File: config.mk
export PLATFORM = sky130hd
export DESIGN_NAME = bcm_bus_master
export DESIGN_NICKNAME = d
export VERILOG_FILES = /design/src/rtl/bcm_pkg.sv /design/src/rtl/bcm_seq.sv /design/src/rtl/bcm_strobe.sv /design/src/rtl/bcm_datapath.sv /design/src/rtl/bcm_bus_master.sv
export SDC_FILE = /design/constraint.sdc
export NUM_CORES = 1
export LEC_CHECK = 0
export ABC_AREA = 1
export CORE_AREA = 2 2 71 73
export CTS_BUF_LIST = sky130_fd_sc_hd__clkbuf_2
export DETAILED_ROUTE_END_ITERATION = 6
export DIE_AREA = 0 0 73 75
export PLACE_DENSITY = 0.85
export RECOVER_POWER = 100
export SETUP_SLACK_MARGIN = 0.3
export SYNTH_ARGS = -nofsm -noshare
export SYNTH_HDL_FRONTEND = slang
export SYNTH_SLANG_ARGS = --single-unit
File: constraint.sdc
create_clock -name clk -period 1.2 [get_ports clk]
set_input_delay 0.18 -clock clk [delete_from_list [all_inputs] [get_ports clk]]
set_output_delay 0.18 -clock clk [all_outputs]
set_load 0.1 [all_outputs]
File: src/rtl/bcm_pkg.sv
package bcm_pkg;

  typedef enum logic [2:0] {
    ST_IDLE = 3'd0,
    ST_C1   = 3'd1,
    ST_C2   = 3'd2,
    ST_WAIT = 3'd3,
    ST_C3   = 3'd4,
    ST_C4   = 3'd5
  } bus_phase_e;

  // True in every clock where a command strobe is driven low.
  function automatic logic strobe_phase(bus_phase_e p);
    return (p == ST_C2) || (p == ST_WAIT) || (p == ST_C3) || (p == ST_C4);
  endfunction

endpackage

File: src/rtl/bcm_seq.sv
module bcm_seq
  import bcm_pkg::*;
#(
  parameter int MAX_WAIT = 6
) (
  input  logic       clk,
  input  logic       rst_n,
  input  logic       start,
  input  logic       rdy,
  output bus_phase_e phase,
  output logic       timed_out
);
  localparam int CW = $clog2(MAX_WAIT + 2);
  localparam logic [CW-1:0] WLIM = CW'(MAX_WAIT);

  logic [CW-1:0] wcnt, wcnt_n;
  bus_phase_e    phase_n;
  logic          to_n;

  always_comb begin
    phase_n = phase;
    wcnt_n  = wcnt;
    to_n    = timed_out;
    case (phase)
      ST_IDLE: if (start) begin
        phase_n = ST_C1;
        wcnt_n  = '0;
        to_n    = 1'b0;
      end
      ST_C1: phase_n = ST_C2;
      ST_C2, ST_WAIT: begin
        if (rdy) begin
          phase_n = ST_C3;
        end else if (wcnt < WLIM) begin
          phase_n = ST_WAIT;
          wcnt_n  = wcnt + CW'(1);
        end else begin
          phase_n = ST_C3;
          to_n    = 1'b1;
        end
      end
      ST_C3:   phase_n = ST_C4;
      ST_C4:   phase_n = ST_IDLE;
      default: phase_n = ST_IDLE;
    endcase
  end

  always_ff @(posedge clk) begin
    if (!rst_n) begin
      phase     <= ST_IDLE;
      wcnt      <= '0;
      timed_out <= 1'b0;
    end else begin
      phase     <= phase_n;
      wcnt      <= wcnt_n;
      timed_out <= to_n;
    end
  end

  // the number of inserted waits never exceeds the limit
  p_wait_bound_r6: assert property (@(posedge clk) disable iff (!rst_n)
    wcnt <= WLIM);

  // a wait clock that sees ready ends the stretch
  p_wait_exit_r6: assert property (@(posedge clk) disable iff (!rst_n)
    (phase == ST_WAIT && rdy) |=> (phase == ST_C3 && !timed_out));

  // ready still low at the last allowed wait closes the cycle with the flag
  p_timeout_set_r7: assert property (@(posedge clk) disable iff (!rst_n)
    (phase == ST_WAIT && !rdy && wcnt == WLIM) |=> (phase == ST_C3 && timed_out));

endmodule

File: src/rtl/bcm_strobe.sv
module bcm_strobe
  import bcm_pkg::*;
(
  input  bus_phase_e phase,
  input  logic       is_io,
  input  logic       write,
  output logic       ale,
  output logic [3:0] strobe_n,
  output logic       data_oe
);
  logic act;

  assign act     = strobe_phase(phase);
  assign ale     = (phase == ST_C1);
  assign data_oe = act && write;

  // strobe_n[3]=mem read, [2]=mem write, [1]=io read, [0]=io write
  for (genvar gi = 0; gi < 4; gi++) begin : g_strobe
    assign strobe_n[gi] = !(act && ({is_io, write} == 2'(3 - gi)));
  end

endmodule

File: src/rtl/bcm_datapath.sv
module bcm_datapath
  import bcm_pkg::*;
#(
  parameter int ADDR_W    = 20,
  parameter int IO_ADDR_W = 16,
  parameter int DATA_W    = 8
) (
  input  logic              clk,
  input  logic              rst_n,
  input  logic              accept,
  input  logic              req_is_io,
  input  logic              req_write,
  input  logic [ADDR_W-1:0] req_addr,
  input  logic [DATA_W-1:0] req_wdata,
  input  bus_phase_e        phase,
  input  logic [DATA_W-1:0] bus_rdata,
  input  logic              timed_out,
  output logic              cmd_is_io,
  output logic              cmd_write,
  output logic [ADDR_W-1:0] bus_addr,
  output logic [DATA_W-1:0] bus_wdata,
  output logic              rsp_valid,
  output logic [DATA_W-1:0] rsp_rdata,
  output logic              rsp_timeout
);
  logic [ADDR_W-1:0] addr_q, io_addr;
  logic [DATA_W-1:0] wdata_q;

  always_comb begin
    io_addr                  = '0;
    io_addr[IO_ADDR_W-1:0]   = req_addr[IO_ADDR_W-1:0];
  end

  always_ff @(posedge clk) begin
    if (!rst_n) begin
      addr_q    <= '0;
      wdata_q   <= '0;
      cmd_is_io <= 1'b0;
      cmd_write <= 1'b0;
    end else if (accept) begin
      addr_q    <= req_is_io ? io_addr : req_addr;
      wdata_q   <= req_wdata;
      cmd_is_io <= req_is_io;
      cmd_write <= req_write;
    end
  end

  assign bus_addr  = (phase != ST_IDLE) ? addr_q : '0;
  assign bus_wdata = wdata_q;

  always_ff @(posedge clk) begin
    if (!rst_n) begin
      rsp_valid   <= 1'b0;
      rsp_rdata   <= '0;
      rsp_timeout <= 1'b0;
    end else begin
      rsp_valid <= (phase == ST_C4);
      if (phase == ST_C4) begin
        rsp_rdata   <= cmd_write ? '0 : bus_rdata;
        rsp_timeout <= timed_out;
      end
    end
  end

  // address is held while the strobe is low
  p_addr_hold_r3: assert property (@(posedge clk) disable iff (!rst_n)
    strobe_phase(phase) |-> $stable(bus_addr));

  // response is a single-clock pulse
  p_rsp_pulse_r10: assert property (@(posedge clk) disable iff (!rst_n)
    rsp_valid |=> !rsp_valid);

endmodule

File: src/rtl/bcm_bus_master.sv
module bcm_bus_master
  import bcm_pkg::*;
#(
  parameter int ADDR_W    = 20,
  parameter int IO_ADDR_W = 16,
  parameter int DATA_W    = 8,
  parameter int MAX_WAIT  = 6
) (
  input  logic              clk,
  input  logic              rst_n,
  input  logic              req_valid,
  output logic              req_ready,
  input  logic              req_is_io,
  input  logic              req_write,
  input  logic [ADDR_W-1:0] req_addr,
  input  logic [DATA_W-1:0] req_wdata,
  output logic              rsp_valid,
  output logic [DATA_W-1:0] rsp_rdata,
  output logic              rsp_timeout,
  output logic              bus_ale,
  output logic [ADDR_W-1:0] bus_addr,
  output logic [DATA_W-1:0] bus_wdata,
  output logic              bus_wdata_oe,
  input  logic [DATA_W-1:0] bus_rdata,
  output logic              memr_n,
  output logic              memw_n,
  output logic              ior_n,
  output logic              iow_n,
  input  logic              bus_rdy
);
  bus_phase_e phase;
  logic       timed_out, accept, cmd_is_io, cmd_write;
  logic [3:0] strobe_n;

  assign req_ready = (phase == ST_IDLE);
  assign accept    = req_valid && req_ready;

  bcm_seq #(.MAX_WAIT(MAX_WAIT)) u_seq (
    .clk(clk), .rst_n(rst_n), .start(accept), .rdy(bus_rdy),
    .phase(phase), .timed_out(timed_out)
  );

  bcm_datapath #(.ADDR_W(ADDR_W), .IO_ADDR_W(IO_ADDR_W), .DATA_W(DATA_W)) u_dp (
    .clk(clk), .rst_n(rst_n), .accept(accept),
    .req_is_io(req_is_io), .req_write(req_write),
    .req_addr(req_addr), .req_wdata(req_wdata),
    .phase(phase), .bus_rdata(bus_rdata), .timed_out(timed_out),
    .cmd_is_io(cmd_is_io), .cmd_write(cmd_write),
    .bus_addr(bus_addr), .bus_wdata(bus_wdata),
    .rsp_valid(rsp_valid), .rsp_rdata(rsp_rdata), .rsp_timeout(rsp_timeout)
  );

  bcm_strobe u_stb (
    .phase(phase), .is_io(cmd_is_io), .write(cmd_write),
    .ale(bus_ale), .strobe_n(strobe_n), .data_oe(bus_wdata_oe)
  );

  assign memr_n = strobe_n[3];
  assign memw_n = strobe_n[2];
  assign ior_n  = strobe_n[1];
  assign iow_n  = strobe_n[0];

  // never more than one command strobe low
  p_one_strobe_r4: assert property (@(posedge clk) disable iff (!rst_n)
    $countones({~memr_n, ~memw_n, ~ior_n, ~iow_n}) <= 1);

  // ALE lasts one clock
  p_ale_single_r2: assert property (@(posedge clk) disable iff (!rst_n)
    bus_ale |=> !bus_ale);

  // taking a command starts ALE on the next clock
  p_accept_ale_r2: assert property (@(posedge clk) disable iff (!rst_n)
    (req_valid && req_ready) |=> (bus_ale && !req_ready));

  // data bus is driven only under a write strobe
  p_oe_write_r9: assert property (@(posedge clk) disable iff (!rst_n)
    bus_wdata_oe |-> (!memw_n || !iow_n));

endmodule

After elaboration in Yosys (flattened, before gate mapping)
Cells that the tools add are included.
{ "word_totals": {"in_bits": 42, "out_inout_bits": 45, "reg_bits": 47} }
{ "op_classes": {"order_cmp": 1, "add_sub_neg": 1, "reduce_logical": 20, "eq_ne": 12, "mux": 15} }
{ "ops": {"columns": ["op", "n"], "rows": [
  ["20-bit two-way mux", 2],
  ["3-bit two-way mux", 6],
  ["3-bit case mux with 4 select lines", 1],
  ["8-bit two-way mux", 1],
  ["4-bit AND reduction", 2],
  ["3-bit by 2-bit equality test with 1-bit output (second input constant)", 2],
  ["3-bit equality test (second input constant)", 2],
  ["1-bit logical AND", 6],
  ["3-bit case mux with 2 select lines", 1],
  ["2-bit equality test (second input constant)", 2],
  ["1-bit logical NOT", 4],
  ["2-bit by 1-bit != test with 1-bit output (second input constant)", 2],
  ["2-bit != test (second input constant)", 2],
  ["3-bit by 1-bit adder with 3-bit output (second input constant)", 1],
  ["3-bit by 1-bit equality test with 1-bit output (second input constant)", 1],
  ["3-bit logical NOT", 1],
  ["1-bit logical OR", 3],
  ["3-bit less-than comparator (second input constant)", 1],
  ["1-bit two-way mux", 3],
  ["3-bit nonzero test", 1],
  ["2-bit by 1-bit equality test with 1-bit output (second input constant)", 1],
  ["2-bit logical NOT", 1],
  ["1-bit case mux with 2 select lines", 1],
  ["2-bit nonzero test", 1],
  ["2-bit OR reduction", 1]
]} }

Logic depth before layout (Yosys ltp)
{ "logic_depth": {"depth_word": 6, "ltp_mapped": 7} }

Modules after synthesis
From an unflattened synthesis, not the netlist that was laid out.
{ "unflattened": {"cells_unflattened": 319, "hier_area_um2": 2180.8} }
{ "modules_own_cells": {"columns": ["module", "area_per_inst_um2", "instances", "cells_per_inst"], "rows": [
  ["bcm_datapath", 1685.4, 1, 235],
  ["bcm_seq", 385.4, 1, 56],
  ["bcm_strobe", 85.1, 1, 22],
  ["bcm_bus_master", 25.0, 1, 6]
]} }

Least setup slack after synthesis
OpenSTA, ideal clock, no wires.
{ "synth_path": {"path_type": "flip-flop to output port", "from": "register u_seq.phase[0]", "to": "output bus_addr[10]", "arrival_time_ns": 2.227, "required_ns": 1.020, "path_stages_with_launch": 6, "slack_ns": -1.207, "path_cell_list": "dfxtp_1 -> nor2_4 -> nand2_1 -> inv_1 -> buf_2 -> nor2_1"} }
{ "synth_between": {"elab_chain_cells": 2} }
{ "synth_rtl": {"columns": ["element", "line", "rtl"], "rows": [
  ["start: declaration", "bcm_seq.sv:10", "output bus_phase_e phase,"],
  ["start signal: assignment", "bcm_seq.sv:54", "phase <= phase_n;"],
  ["3-bit nonzero test", "bcm_datapath.sv:48", "assign bus_addr = (phase != ST_IDLE) ? addr_q : '0;"],
  ["20-bit two-way mux", "bcm_datapath.sv:48", null],
  ["end: declaration", "bcm_bus_master.sv:21", "output logic [ADDR_W-1:0] bus_addr,"]
]} }
Every way passes these cells.

Worst setup path after layout
{ "layout_path": {"from": "register u_seq.phase[1]", "to": "output memw_n"} }
{ "layout_between": {"elab_chain_cells": 6} }
{ "layout_rtl": {"columns": ["element", "line", "rtl"], "rows": [
  ["3-bit by 2-bit equality test with 1-bit output", "bcm_pkg.sv:14", "return (p == ST_C2) || (p == ST_WAIT) || (p == ST_C3) || (p == ST_C4);"],
  ["1-bit logical OR (2 in a row)", "bcm_pkg.sv:14", null],
  ["1-bit logical OR (*)", "bcm_pkg.sv:14", null],
  ["1-bit logical AND (*)", "bcm_strobe.sv:19", "assign strobe_n[gi] = !(act && ({is_io, write} == 2'(3 - gi)));"],
  ["1-bit logical NOT (*)", "bcm_strobe.sv:19", null],
  ["end: declaration", "bcm_bus_master.sv:26", "output logic memw_n,"]
]} }
Mark *: on every way between the ends. The rest lies on a longest branch, timed or not.

==> impl_metrics.ini <==
[outcome]
status = complete, but fails checks
violations = negative setup slack

[global_route]
grt_use_total_pct = 28.4
grt_pass1_wl_microns = 11900
grt_start_max_net_pins = 17
global_route.overflow_total = 0
antenna_found_initial = 0
grt_pass1_vias = 2470

[placement]
post-place-cells = 407
detailed_place_hpwl_microns = 4560
port-buffer-count = 86
gp_congestion = 0.819
area_of_placed_instances_sq_um = 3810
post-place-ws_ps = -284

[critical_path]
setup.reg_to_reg.worst_slack_ps = -360
timing.critical_path.slowest_stage_cell = sky130_fd_sc_hd__dfxtp_4
cp_cell_sequence = nor2_4 -> nand2_2 -> nand3_2 -> nand2_2 -> clkinvlp_4 -> buf_12 -> nand2_8 -> buf_12
arrival_ps = 1710
worst_path_dominant_cell_family = flip-flops
crit_path_category = reg2out
cp_data_required_time_ps = 1020
reg2regPathDepth = 8
rr_startpoint = u_seq.phase[0]
bufs_and_invs_on_worst_path = 3
critPathCaptureType = primary output
setup.worst_path.start_class = flop
worstPathMaxFanout = 4
delay_of_the_slowest_cell_on_the_worst_path_ps = 450
critical_path.reg2reg.endpoint = u_dp.addr_q[19]

[drt]
initialDrtViolationCount = 200
routed_wirelength_microns = 9050
drt_pass1_iterations = 4
drt-vias-per-instance = 5.42
route.antenna.remaining_nets = 0
detail_route.drc_violations = 0
routed-via-count = 2354
per_cell_routed_wire_length_microns = 20.8

[floorplan]
die_height_microns = 75
core-area_sq_um = 4660
die_w_microns = 73
row_count = 25
floorplan.die_area_sq_um = 5480
ios = 87
initial_core_util_pct = 40.5

[synth]
async_flop_share_pct = 0
seq_area_frac_synth_pct = 49.9
number_of_different_library_cells_in_the_post_synthesis_netlist = 19
syn-num-nets = 296
post_synth_most_frequent_cells = sky130_fd_sc_hd__dfxtp_1 (47), sky130_fd_sc_hd__nand2_1 (42), sky130_fd_sc_hd__inv_1 (32), sky130_fd_sc_hd__a21oi_1 (30), sky130_fd_sc_hd__nor2_1 (30)
syn-mean-instance-area_sq_um = 7.46
primary_flip_flop_cell_chosen_by_synthesis_mapping = sky130_fd_sc_hd__dfxtp_1
number_of_register_bits_inferred_by_synthesis = 47
edff_count_synth = 0
synth_area_leaders = sky130_fd_sc_hd__dfxtp_1 (50%), sky130_fd_sc_hd__nand2_1 (8.4%), sky130_fd_sc_hd__a21oi_1 (8.0%), sky130_fd_sc_hd__o21ai_0 (6.9%), sky130_fd_sc_hd__inv_1 (6.4%)
ys_warn_count = 0
yosys.area.top_type_share_pct = 49.9
netlist_area_sq_um = 1890
largest_area_contributor_in_the_synthesized_netlist = sky130_fd_sc_hd__dfxtp_1
synth_most_common_cell = sky130_fd_sc_hd__dfxtp_1
netlist_instances = 253

[hold_path]
min_path_type = in2reg
hold-path-endpoint = u_dp.rsp_rdata[2]
min-delay-start = bus_rdata[2]
worstHoldPathCells = 3

[finish]
stdcell_area_sq_um = 4400
stdcell_count = 434
finalNetCount = 422
synthToLayoutAreaGrowth_pct = 133
antennaDiodeCount = 0
layout.filler_cells = 131
share_of_cells_above_drive_strength_1_pct = 56.3

[clock_tree]
total_number_of_h_tree_levels = 2
clock-root-buffer = sky130_fd_sc_hd__clkbuf_2
ctsLongestPathBuffers = 2
tritoncts = done
total_clock_buffers_created_by_cts = 5
cts.reportedPaths.clkPinSlew_ps = 250
clkSinkCount = 47
clk-insertion-delay-late_ps = 450

[power_and_ir_drop]
total_power_uw = 5900
max-vdd-ir-drop_mv = 1.20
p_per_area_nw_per_um2 = 1340
p_leak_uw = 0.00168

[timing]
number_of_hold_violations_in_the_final_report = 0
setup_violations = 76
finalCriticalPeriod_ps = 1890
achievable-frequency_mhz = 530
maxSlewHeadroom_pct = 75.0
worst_pin_slew_ps = 374
rsz0062_at_grt = true
final_skew_ps = 32.0
report.final.slew_viol_count = 0
finalWorstSetupSlack_ps = -685
post-route-period-util_pct = 157

[job]
max_cap_viol_count = 0
-- tightest hold or removal path, delay by kind of cell --
kind	cells	cell delay [ps]
AO/OA/AOI/OAI	1	60
buffers and inverters	1	390
AND/OR/NAND/NOR	1	60
-- area by class of cell --
| class | instances | area (sq um) | area share, % |
|---|---|---|---|
| Multi-Input combinational cell | 159 | 1220 | 27.8 |
| Clock inverter | 3 | 46.3 | 1.05 |
| Sequential cell | 47 | 1000 | 22.7 |
| Clock buffer | 5 | 25.0 | 0.568 |
| Timing Repair Buffer | 132 | 1900 | 43.1 |
| Inverter | 34 | 144 | 3.27 |
| Tap cell | 54 | 67.6 | 1.53 |
-- timing repair --
item | CTS | global route
cloned | 3 | 2
buffers inserted | 8 | 6
endpoints found under the setup margin | 92 | 92
pin swaps | 8 | 11
resized for setup | 35 | 43
hold buffers | 0 | 0
-- routing by layer --
layer	routed length [microns]	GRT usage [%]	vias to the layer above	part of all wire, %
met2	4720	53.0	120	52
li1	-	-	1063	-
met3	469	6.16	38	5.2
met1	3410	30.0	1133	38
met4	445	14.6	0	4.9
met5	0	0	-	0
-- flip-flops by register name, indices dropped and copies added, names as in the netlist --
name	count
u_seq.timed_out	1
u_dp.rsp_valid	1
u_dp.cmd_write	1
u_dp.rsp_timeout	1
u_dp.bus_wdata	8
u_seq.wcnt	3
u_dp.cmd_is_io	1
u_dp.rsp_rdata	8
u_seq.phase	3
u_dp.addr_q	20
-- cell families (layout without fill, tap and decap cells) --
| family | count (synthesis) | in the layout | share of synthesized area [%] |
|---|---|---|---|
| and+or+nand+nor | 96 | 96 | 21.8 |
| AOI/OAI and AO/OA | 62 | 62 | 16.9 |
| DFF | 47 | 47 | 49.9 |
| buffers and inverters | 47 | 174 | 10.8 |
| adders and majority gates | 1 | 1 | 0.663 |
-- per-stage QoR --
step           util [%]  hold slack, ps  TNS, ps
2_1_floorplan         -             316    -6890
3_5_place_dp       81.9             459   -11810
6_report           94.5             241   -26130
4_1_cts            89.0             248   -22230
3_3_place_gp       81.9             454    -9600
5_1_grt            94.5             258   -30090
-- cells in the final DEF, fill, tap and decap left out, drive strengths merged --
| master | n |
|---|---|
| clkbuf | 7 |
| clkinv | 1 |
| nand4 | 1 |
| o22ai | 1 |
| ha | 1 |
| buf | 89 |
| a211oi | 1 |
| clkinvlp | 2 |
| bufinv | 1 |
| o21ai | 30 |
| nand2 | 43 |
| dfxtp | 47 |
| inv | 33 |
| nand3 | 20 |
| clkdlybuf4s50 | 41 |
| nor2 | 32 |
| a21oi | 30 |
-- report_power, final --
group | switching [uW] | leakage, uW | total (uW) | internal, uW
combinational | 1900 | 0.00124 | 3180 | 1280
sequential | 107 | 0.000399 | 1800 | 1690
clock | 568 | 0.0000396 | 926 | 358
total | 2580 | 0.00168 | 5900 | 3330
-- worst max path at each step --
| stage | start | endpoint | slack (ps) | cells past startpoint |
|---|---|---|---|---|
| after floorplan | u_seq.phase[2] | iow_n | -570 | 6 |
| after global placement | req_valid | u_dp.bus_wdata[4] | -220 | 6 |
| after detailed placement | req_valid | u_dp.bus_wdata[7] | -280 | 6 |
| after CTS | u_seq.phase[1] | bus_wdata_oe | -690 | 7 |
| after global routing | u_seq.phase[1] | memw_n | -760 | 8 |
| final | u_seq.phase[1] | memw_n | -690 | 8 |
No activity file was read; power rests on OpenSTA's default activity.
